### src/rtl/async_tx_pkg.sv
package async_tx_pkg;

   localparam int MODE_W     = 8;
   localparam int SEL_W      = 2;
   localparam int MB_SEL_LO  = 0;
   localparam int MB_STOP2   = 3;
   localparam int MB_ODD     = 4;
   localparam int MB_PAR     = 5;
   localparam int MB_SHORT   = 6;

   typedef struct packed {
      logic             short_char;
      logic             par_en;
      logic             par_odd;
      logic             two_stop;
      logic [SEL_W-1:0] sel;
   } tx_fmt_t;

   function automatic tx_fmt_t decode_mode(input logic [MODE_W-1:0] m);
      tx_fmt_t f;
      f.short_char = m[MB_SHORT];
      f.par_en     = m[MB_PAR];
      f.par_odd    = m[MB_ODD];
      f.two_stop   = m[MB_STOP2];
      f.sel        = m[MB_SEL_LO +: SEL_W];
      return f;
   endfunction

endpackage

### src/rtl/async_tx_frame_build.sv
module async_tx_frame_build
   import async_tx_pkg::*;
#(
   parameter int MAX_DATA = 8,
   parameter int FRAME_W  = MAX_DATA + 4,
   parameter int LEN_W    = $clog2(FRAME_W + 1)
) (
   input  logic [MAX_DATA-1:0] data,
   input  tx_fmt_t             fmt,
   output logic [FRAME_W-1:0]  frame,
   output logic [LEN_W-1:0]    len
);

   logic [MAX_DATA-1:0] sent_bits;
   logic                par_bit;
   int                  nd;

   always_comb begin
      nd        = fmt.short_char ? MAX_DATA - 1 : MAX_DATA;
      sent_bits = data;
      if (fmt.short_char) sent_bits[MAX_DATA-1] = 1'b0;
      par_bit   = (^sent_bits) ^ fmt.par_odd;

      frame    = '1;
      frame[0] = 1'b0;
      for (int i = 0; i < MAX_DATA; i++) begin
         if (i < nd) frame[i+1] = data[i];
      end
      for (int i = 1; i < FRAME_W; i++) begin
         if (fmt.par_en && (i == nd + 1)) frame[i] = par_bit;
      end
      len = LEN_W'(2 + nd + int'(fmt.par_en) + int'(fmt.two_stop));
   end

endmodule

### src/rtl/async_tx_baud_timer.sv
module async_tx_baud_timer #(
   parameter int SEL_W      = 2,
   parameter int RADIX_LOG2 = 2,
   parameter int OVERSAMPLE = 32,
   parameter int RATE_W     = 8
) (
   input  logic              clk,
   input  logic              rst_n,
   input  logic              run,
   input  logic [SEL_W-1:0]  sel,
   input  logic [RATE_W-1:0] rate,
   output logic              bit_end
);

   localparam int PC_W    = ((1 << SEL_W) - 1) * RADIX_LOG2;
   localparam int OS_LOG2 = $clog2(OVERSAMPLE);
   localparam int BC_W    = RATE_W + 1 + OS_LOG2;

   logic [PC_W-1:0]   pcnt, presc_max;
   logic [BC_W-1:0]   bcnt, bit_max;
   logic [RATE_W:0]   rate_eff;
   logic              ptick;

   assign presc_max = PC_W'((1 << (int'(sel) * RADIX_LOG2)) - 1);
   assign rate_eff  = (rate == '0) ? {1'b1, RATE_W'(0)} : {1'b0, rate};

   if (OS_LOG2 > 0 && OVERSAMPLE == (1 << OS_LOG2)) begin : g_shift_scale
      assign bit_max = {rate_eff, OS_LOG2'(0)} - BC_W'(1);
   end else begin : g_mult_scale
      assign bit_max = BC_W'(rate_eff) * BC_W'(OVERSAMPLE) - BC_W'(1);
   end

   assign ptick   = (pcnt == presc_max);
   assign bit_end = run && ptick && (bcnt == bit_max);

   always_ff @(posedge clk or negedge rst_n) begin
      if (!rst_n) begin
         pcnt <= '0;
         bcnt <= '0;
      end else if (!run) begin
         pcnt <= '0;
         bcnt <= '0;
      end else begin
         pcnt <= ptick ? '0 : pcnt + PC_W'(1);
         if (ptick) bcnt <= (bcnt == bit_max) ? '0 : bcnt + BC_W'(1);
      end
   end

endmodule

### src/rtl/async_tx_shifter.sv
module async_tx_shifter #(
   parameter int FRAME_W = 12,
   parameter int LEN_W   = 4
) (
   input  logic               clk,
   input  logic               rst_n,
   input  logic               load,
   input  logic [FRAME_W-1:0] frame_in,
   input  logic [LEN_W-1:0]   len_in,
   input  logic               bit_end,
   output logic               txd,
   output logic               busy,
   output logic               done
);

   logic [FRAME_W-1:0] sreg;
   logic [LEN_W-1:0]   left;

   always_ff @(posedge clk or negedge rst_n) begin
      if (!rst_n) begin
         sreg <= '1;
         left <= '0;
         busy <= 1'b0;
         done <= 1'b0;
      end else begin
         done <= 1'b0;
         if (load) begin
            sreg <= frame_in;
            left <= len_in;
            busy <= 1'b1;
         end else if (busy && bit_end) begin
            sreg <= {1'b1, sreg[FRAME_W-1:1]};
            left <= left - LEN_W'(1);
            if (left == LEN_W'(1)) begin
               busy <= 1'b0;
               done <= 1'b1;
            end
         end
      end
   end

   assign txd = busy ? sreg[0] : 1'b1;

endmodule

### src/rtl/async_frame_tx.sv
module async_frame_tx
   import async_tx_pkg::*;
#(
   parameter int MAX_DATA   = 8,
   parameter int RATE_W     = 8,
   parameter int OVERSAMPLE = 32,
   parameter int RADIX_LOG2 = 2
) (
   input  logic                clk,
   input  logic                rst_n,
   input  logic                start,
   input  logic [MAX_DATA-1:0] data,
   input  logic [MODE_W-1:0]   mode,
   input  logic [RATE_W-1:0]   rate,
   output logic                txd,
   output logic                busy,
   output logic                done
);

   localparam int FRAME_W = MAX_DATA + 4;
   localparam int LEN_W   = $clog2(FRAME_W + 1);

   if (MAX_DATA < 2) begin : g_bad_data
      $error("MAX_DATA must be at least 2");
   end
   if (RATE_W < 1) begin : g_bad_rate
      $error("RATE_W must be at least 1");
   end
   if (OVERSAMPLE < 1) begin : g_bad_os
      $error("OVERSAMPLE must be at least 1");
   end
   if (RADIX_LOG2 < 1) begin : g_bad_radix
      $error("RADIX_LOG2 must be at least 1");
   end

   tx_fmt_t            fmt_in;
   logic [FRAME_W-1:0] frame_new;
   logic [LEN_W-1:0]   len_new;
   logic               accept;
   logic               bit_end;
   logic [SEL_W-1:0]   sel_q;
   logic [RATE_W-1:0]  rate_q;

   assign fmt_in = decode_mode(mode);
   assign accept = start && !busy;

   always_ff @(posedge clk or negedge rst_n) begin
      if (!rst_n) begin
         sel_q  <= '0;
         rate_q <= '0;
      end else if (accept) begin
         sel_q  <= fmt_in.sel;
         rate_q <= rate;
      end
   end

   async_tx_frame_build #(
      .MAX_DATA (MAX_DATA),
      .FRAME_W  (FRAME_W),
      .LEN_W    (LEN_W)
   ) u_build (
      .data  (data),
      .fmt   (fmt_in),
      .frame (frame_new),
      .len   (len_new)
   );

   async_tx_baud_timer #(
      .SEL_W      (SEL_W),
      .RADIX_LOG2 (RADIX_LOG2),
      .OVERSAMPLE (OVERSAMPLE),
      .RATE_W     (RATE_W)
   ) u_timer (
      .clk     (clk),
      .rst_n   (rst_n),
      .run     (busy),
      .sel     (sel_q),
      .rate    (rate_q),
      .bit_end (bit_end)
   );

   async_tx_shifter #(
      .FRAME_W (FRAME_W),
      .LEN_W   (LEN_W)
   ) u_shift (
      .clk      (clk),
      .rst_n    (rst_n),
      .load     (accept),
      .frame_in (frame_new),
      .len_in   (len_new),
      .bit_end  (bit_end),
      .txd      (txd),
      .busy     (busy),
      .done     (done)
   );

endmodule

### config.mk
export PLATFORM = sky130hd
export DESIGN_NAME = async_frame_tx
export DESIGN_NICKNAME = d
export VERILOG_FILES = /design/src/rtl/async_tx_pkg.sv /design/src/rtl/async_tx_frame_build.sv /design/src/rtl/async_tx_baud_timer.sv /design/src/rtl/async_tx_shifter.sv /design/src/rtl/async_frame_tx.sv
export SDC_FILE = /design/constraint.sdc
export NUM_CORES = 1
export LEC_CHECK = 0
export ABC_AREA = 0
export BUFFER_PORTS_ARGS = -buffer_cell sky130_fd_sc_hd__clkbuf_2
export CORE_AREA = 2 2 90 92
export CTS_BUF_LIST = sky130_fd_sc_hd__clkbuf_4
export DETAILED_ROUTE_END_ITERATION = 7
export DIE_AREA = 0 0 92 94
export PLACE_DENSITY = 0.66
export SYNTH_ARGS = -nofsm -noshare
export SYNTH_HDL_FRONTEND = slang
export SYNTH_SLANG_ARGS = --single-unit
### constraint.sdc
create_clock -name clk -period 2.5 [get_ports clk]
set_clock_uncertainty 0.2 [all_clocks]
set_input_delay 0.375 -clock clk [delete_from_list [all_inputs] [get_ports clk]]
set_output_delay 0.375 -clock clk [all_outputs]
set_load 0.02 [all_outputs]
==> results of run 1 <==
## flip-flops by register name (all words and copies together), names as in the netlist
name,flops
u_timer.bcnt,14
u_shift.sreg,10
rate_q,8
u_timer.pcnt,6
u_shift.left,4
sel_q,2
u_shift.busy,1
u_shift.done,1
## what timing repair did
action	in CTS	in global routing
hold buffers	5	0
endpoints found under the setup margin	18	23
endpoints found under the hold margin	22	0
pin swaps	1	7
setup buffers	1	3
gates cloned	1	0
gates resized for setup	11	14
## final cells by class
| class | count | area, um^2 |
|---|---|---|
| Clock buffer | 6 | 45.0 |
| Fill cell | 736 | 3920 |
| Inverter | 15 | 56.3 |
| Tap cell | 102 | 128 |
| Clock inverter | 2 | 37.5 |
| Sequential cell | 46 | 1160 |
| Timing Repair Buffer | 64 | 454 |
| Multi-Input combinational cell | 258 | 1800 |
## per-layer routing
| metal | vias to the layer above | track usage [%] |
|---|---|---|
| li1 | 1314 | - |
| met1 | 1291 | 23.0 |
| met2 | 41 | 31.1 |
| met3 | 8 | 2.97 |
| met4 | 0 | 4.60 |
| met5 | - | 0 |
## power by group
| group | switching [W] | internal, W | total [W] |
|---|---|---|---|
| logic | 0.000305 | 0.000249 | 0.000554 |
| registers | 0.000110 | 0.000829 | 0.000939 |
| clock network | 0.000244 | 0.000222 | 0.000466 |
## worst paths after layout
path                            startpoint         endpoint  cells past startpoint
max                              rate_q[0]  u_shift.left[0]                     10
min                                rate[2]        rate_q[2]                      3
max reg2reg                      rate_q[0]  u_shift.left[0]                     10
min reg2reg                u_shift.sreg[1]  u_shift.sreg[0]                      2
max in group asynchronous            rst_n  u_shift.sreg[4]                      3
min in group asynchronous            rst_n        rate_q[1]                      2
## cells in the mapped netlist, drive strengths merged, types with 3 or more instances
cell and count:
o211ai 4, a21oi 6, xnor2 17, nand2 47, nand4 11, nor2 23
nor3 11, dfstp 10, inv 15, nand3 13, o21ai 22, clkbuf 8
ha 7, and2 3, dfrtp 36, nor2b 9, nor4 5, and3 4
o221ai 4, buf 10, a31oi 13, a221o 4, xor2 10, nand2b 5
## logic make-up (layout without fill, tap and decap cells)
logic type | after synthesis | count (layout) | synth area share, %
buf+inv | 33 | 87 | 4.86
flops | 46 | 46 | 38.6
simple gates | 141 | 141 | 24.8
mux | 2 | 2 | 0.706
fa+ha+maj | 8 | 8 | 3.57
compound gates | 80 | 80 | 19.6
xor+xnor | 27 | 27 | 7.85
## worst min-delay path, cell delays in order
cell	delay, ps
clkbuf_2	80
nand2_1	40
nand2_1	50
## per-stage QoR
stage	hold WS (ps)	utilization [%]	cells
detailed placement	176	44.9	475
CTS	3.21	47.3	490
floorplan	-121	-	337
global placement	170	44.9	475
finish	14.2	48.5	493
global route	9.10	48.5	493
==> flow_summary.json, run 1 <==
{
  "relSlewSlack_pct": 64.6,
  "period_minus_slack_ps": 2450,
  "postPlaceCellArea_mm2": 0.00341,
  "hold_viol": 0,
  "finish.instance_area_mm2": 0.00369,
  "crit_path_end_kind": "register",
  "wl_met2_mm": 3.51,
  "path_clk_slew_ps": 140,
  "clk_latency_ps": 350,
  "grt_max_degree": 29,
  "synth.distinct_cells": 65,
  "tightest_slew_ps": 531,
  "wl_met3_um": 202,
  "vias": 2654,
  "drv_slew": 0,
  "synthArstFlopShare_pct": 100,
  "cp-start-kind": "register",
  "finalCritPeriodShare_pct": 97.9,
  "worst_slack_ps": 52.3,
  "h-tree-depth": 2,
  "antenna_found_initial": 0,
  "top_layer": "met4",
  "drive_above_1_share_pct": 27.4,
  "die_h_um": 94,
  "die-area_mm2": 0.00865,
  "rsz0062_at_grt": "yes",
  "netlist_area_mm2": 0.00301,
  "grt_pass1_vias": 2674,
  "gp_congestion": 0.831,
  "cp_max_fo": 3,
  "ant_nets": 0,
  "yosys_most_used_dff": "dfrtp_1",
  "synth_top_cell_by_area": "dfrtp_1",
  "hpwlAfterDp_mm": 5.25,
  "mostFrequentLayoutCell": "nand2_1",
  "yosysTopAreaCellShare_pct": 29.9,
  "root_buffer": "clkbuf_4",
  "dr.pass1.iters": 4,
  "most-common-layout-cells": "nand2_1 (46), dfrtp_1 (36), buf_4 (29)",
  "cts_sinks": 46,
  "wl_met1_mm": 3.36,
  "status": "completed",
  "pre_cts_ws_ps": -57.4,
  "critPathSlowestCell": "dfrtp_1",
  "wl_per_cell_um": 14.5,
  "n_antenna_cell": 0,
  "hold_path_class": "in -> reg",
  "maxCapViolCount": 0,
  "drt-initial-drc-count": 104,
  "wl_mm": 7.15,
  "cp.buffers_inverters": 3,
  "port_buffers": 27,
  "rows": 32,
  "cts_tree": "built",
  "ir_drop_v": 0.000204,
  "ys_warn_count": 0,
  "ys_seq_area_share_pct": 38.6,
  "arrival_ps": 2510,
  "initial_core_util_pct": 39.6,
  "viasPerCell": 5.38,
  "crit_chain": "inv_2 -> ha_2 -> xor2_1 -> nand3_1 -> buf_4 -> xnor2_2 -> nor3_4 -> buf_4 -> a31oi_1 -> o31a_1",
  "core_mm2": 0.00761,
  "synth_edf_count": 0,
  "cts_made_buffers": 5,
  "p_leak_nw": 1.57,
  "grt_pass1_wl_mm": 12.5,
  "synth_fp_nets": 372,
  "reg2reg_slack_ps": 50,
  "cpPeakStageDelay_ps": 430,
  "grt_overflow": 0,
  "fin_setup_tns_ps": 0,
  "totalPowerFinal_w": 0.00196,
  "path_delay_family": "buffers and inverters",
  "power_density_mw_per_mm2": 531,
  "drc": 0,
  "synthTopCellsByArea": "dfrtp_1 (30%), dfstp_2 (8.7%), nand2_1 (5.9%), xnor2_1 (4.9%), ha_1 (2.9%)",
  "critPathKind": "reg -> reg",
  "layout-area-overhead-vs-synth_pct": 22.4,
  "critPathRequiredTime_ps": 2560,
  "clockBufferDepth": 2,
  "finalSetupViolations": 0,
  "track_usage_pct": 17.8,
  "fmax_ghz": 0.409,
  "synth-seq-cells": 46,
  "die_x_um": 92,
  "ios": 30,
  "layout.nets": 425,
  "postSynthCellCount": 337,
  "syn_avg_cell_area_um2": 8.94,
  "cpMostUsedCell": "buf_4"
}
Note: power is estimated with default switching activity, not from simulation.
==> inputs of run 2 (changes only) <==
--- a/config.mk
+++ b/config.mk
@@ -6,12 +6,12 @@
 export NUM_CORES = 1
 export LEC_CHECK = 0
 export ABC_AREA = 0
-export BUFFER_PORTS_ARGS = -buffer_cell sky130_fd_sc_hd__clkbuf_2
 export CORE_AREA = 2 2 90 92
 export CTS_BUF_LIST = sky130_fd_sc_hd__clkbuf_4
 export DETAILED_ROUTE_END_ITERATION = 7
 export DIE_AREA = 0 0 92 94
-export PLACE_DENSITY = 0.66
+export DONT_BUFFER_PORTS = 1
+export PLACE_DENSITY = 0.63
 export SYNTH_ARGS = -nofsm -noshare
 export SYNTH_HDL_FRONTEND = slang
 export SYNTH_SLANG_ARGS = --single-unit
==> flow_summary.json, run 2 (synthesis results as in run 1) <==
{
  "path_clk_slew_ps": 150,
  "initial_core_util_pct": 39.6,
  "port_buffers": 0,
  "ir_drop_v": 0.000214,
  "multi_input_area_mm2": 0.00177,
  "cts_tree": "built",
  "grt_overflow": 0,
  "hpwlAfterDp_mm": 4.90,
  "core_mm2": 0.00761,
  "p_leak_nw": 1.46,
  "rsz0062_at_grt": "yes",
  "cp_max_fo": 6,
  "clockBufferDepth": 2,
  "root_buffer": "clkbuf_4",
  "postPlaceCellArea_mm2": 0.00319,
  "hold_path_class": "in -> reg",
  "period_minus_slack_ps": 2470,
  "reg2reg_from": "rate_q[0]",
  "drive_above_1_share_pct": 16.8,
  "status": "completed",
  "fin_cells": 470,
  "drt-initial-drc-count": 105,
  "cpPeakStageDelay_ps": 380,
  "finalSetupViolations": 0,
  "maxCapViolCount": 0,
  "arrival_ps": 2540,
  "wl_mm": 7.02,
  "cp-start-kind": "register",
  "die-area_mm2": 0.00865,
  "fillers": 730,
  "layout-area-overhead-vs-synth_pct": 19.0,
  "dp.cells": 438,
  "drc": 0,
  "critPathSlowestCell": "dfrtp_1",
  "layout.nets": 402,
  "mostFrequentLayoutCell": "nand2_1",
  "antenna_found_initial": 0,
  "fmax_ghz": 0.405,
  "ios": 30,
  "finish.instance_area_mm2": 0.00359,
  "gp_congestion": 0.839,
  "fin_setup_tns_ps": 0,
  "tightest_slew_ps": 653,
  "track_usage_pct": 17.3,
  "largestRegisters": "u_timer.bcnt x14, u_shift.sreg x10, rate_q x8",
  "critPathKind": "reg -> reg",
  "die_h_um": 94,
  "die_x_um": 92,
  "relSlewSlack_pct": 56.3,
  "ant_nets": 0,
  "sequential_cell_area_mm2": 0.00116,
  "viasPerCell": 5.47,
  "vias": 2569,
  "rows": 32,
  "wl_per_cell_um": 14.9,
  "dr.pass1.iters": 4,
  "cts_sinks": 46,
  "finalCritPeriodShare_pct": 98.8,
  "hp-start": "mode[6]",
  "hold_viol": 0,
  "crit_path_start": "rate_q[0]",
  "drv_slew": 0,
  "cts_made_buffers": 5,
  "h-tree-depth": 2,
  "top_register": "u_timer.bcnt",
  "n_antenna_cell": 0,
  "grt_pass1_wl_mm": 12.0,
  "clk_latency_ps": 370,
  "critPathRequiredTime_ps": 2570,
  "grt_pass1_vias": 2565,
  "grt_max_degree": 47,
  "most-common-layout-cells": "nand2_1 (46), dfrtp_1 (36), nor2_1 (23)",
  "reg2reg_slack_ps": 30,
  "crit_chain": "inv_1 -> ha_2 -> nor4b_4 -> buf_4 -> o21a_1 -> o31ai_4 -> and4_2 -> a21boi_2 -> a221o_1",
  "largest_reg_flops": 14,
  "power_density_mw_per_mm2": 542,
  "crit_path_end_kind": "register"
}
run 2: cell count changes in the layout (fill, tap and decap cells not counted), sizes merged:
cell	before	now
inv	15	16
clkinvlp	1	0
dlygate4sd3	5	19
clkinv	0	1
buf	32	22
clkbuf	33	5
run 2: through the flow:
step	hold WS [ps]	setup slack [ps]	utilization, %	total power, W
floorplan	-121	163	-	0.00129
global placement	-119	23.8	42.0	0.00142
detailed placement	-119	4.62	42.0	0.00142
CTS	20.1	9.01	46.2	0.00195
global route	29.1	-89.7	47.1	0.00207
finish	33.0	29.5	47.1	0.00194
run 2: what timing repair did:
action,CTS,global route
hold endpoints to repair,64,0
pin swaps,0,10
buffers inserted,0,4
setup endpoints to repair,6,27
gates resized for setup,4,9
hold buffers,20,0
run 2: path summary, 6_finish.rpt:
check,depth (start not counted),end
worst max-delay path,9,u_timer.bcnt[11]
worst min-delay path,3,u_shift.left[1]
worst max register to register,9,u_timer.bcnt[11]
worst min register to register,2,u_shift.sreg[0]
max in group asynchronous,2,u_shift.sreg[0]
min in group asynchronous,2,rate_q[4]
run 2: worst max-delay path, delay by kind of cell (launching register included):
kind | cells | cell delay (ps)
AOI/OAI and AO/OA | 4 | 880
and+or+nand+nor | 2 | 470
DFF | 1 | 380
buffers and inverters | 2 | 260
adders and majority gates | 1 | 200
run 2: power by group:
part           switching (W)  total, W  internal, W
Combinational       0.000291  0.000537     0.000246
Sequential          0.000107  0.000937     0.000829
Clock               0.000257  0.000470     0.000213
run 2: final cells by class:
| type | count | share of cell area [%] |
|---|---|---|
| clock inverter | 3 | 1.22 |
| tap | 102 | 3.56 |
| sequential | 46 | 32.4 |
| clock buffer | 5 | 1.05 |
| inverter | 15 | 1.57 |
| multi-input combinational | 258 | 49.2 |
| timing repair buffer | 41 | 10.9 |
run 2: routing by layer:
layer | GRT usage, % | wire, um | vias up
met2 | 28.9 | 3360 | 35
met1 | 22.6 | 3350 | 1255
met3 | 3.29 | 214 | 10
li1 | - | - | 1269
met4 | 5.60 | 99 | 0
met5 | 0 | 0 | -
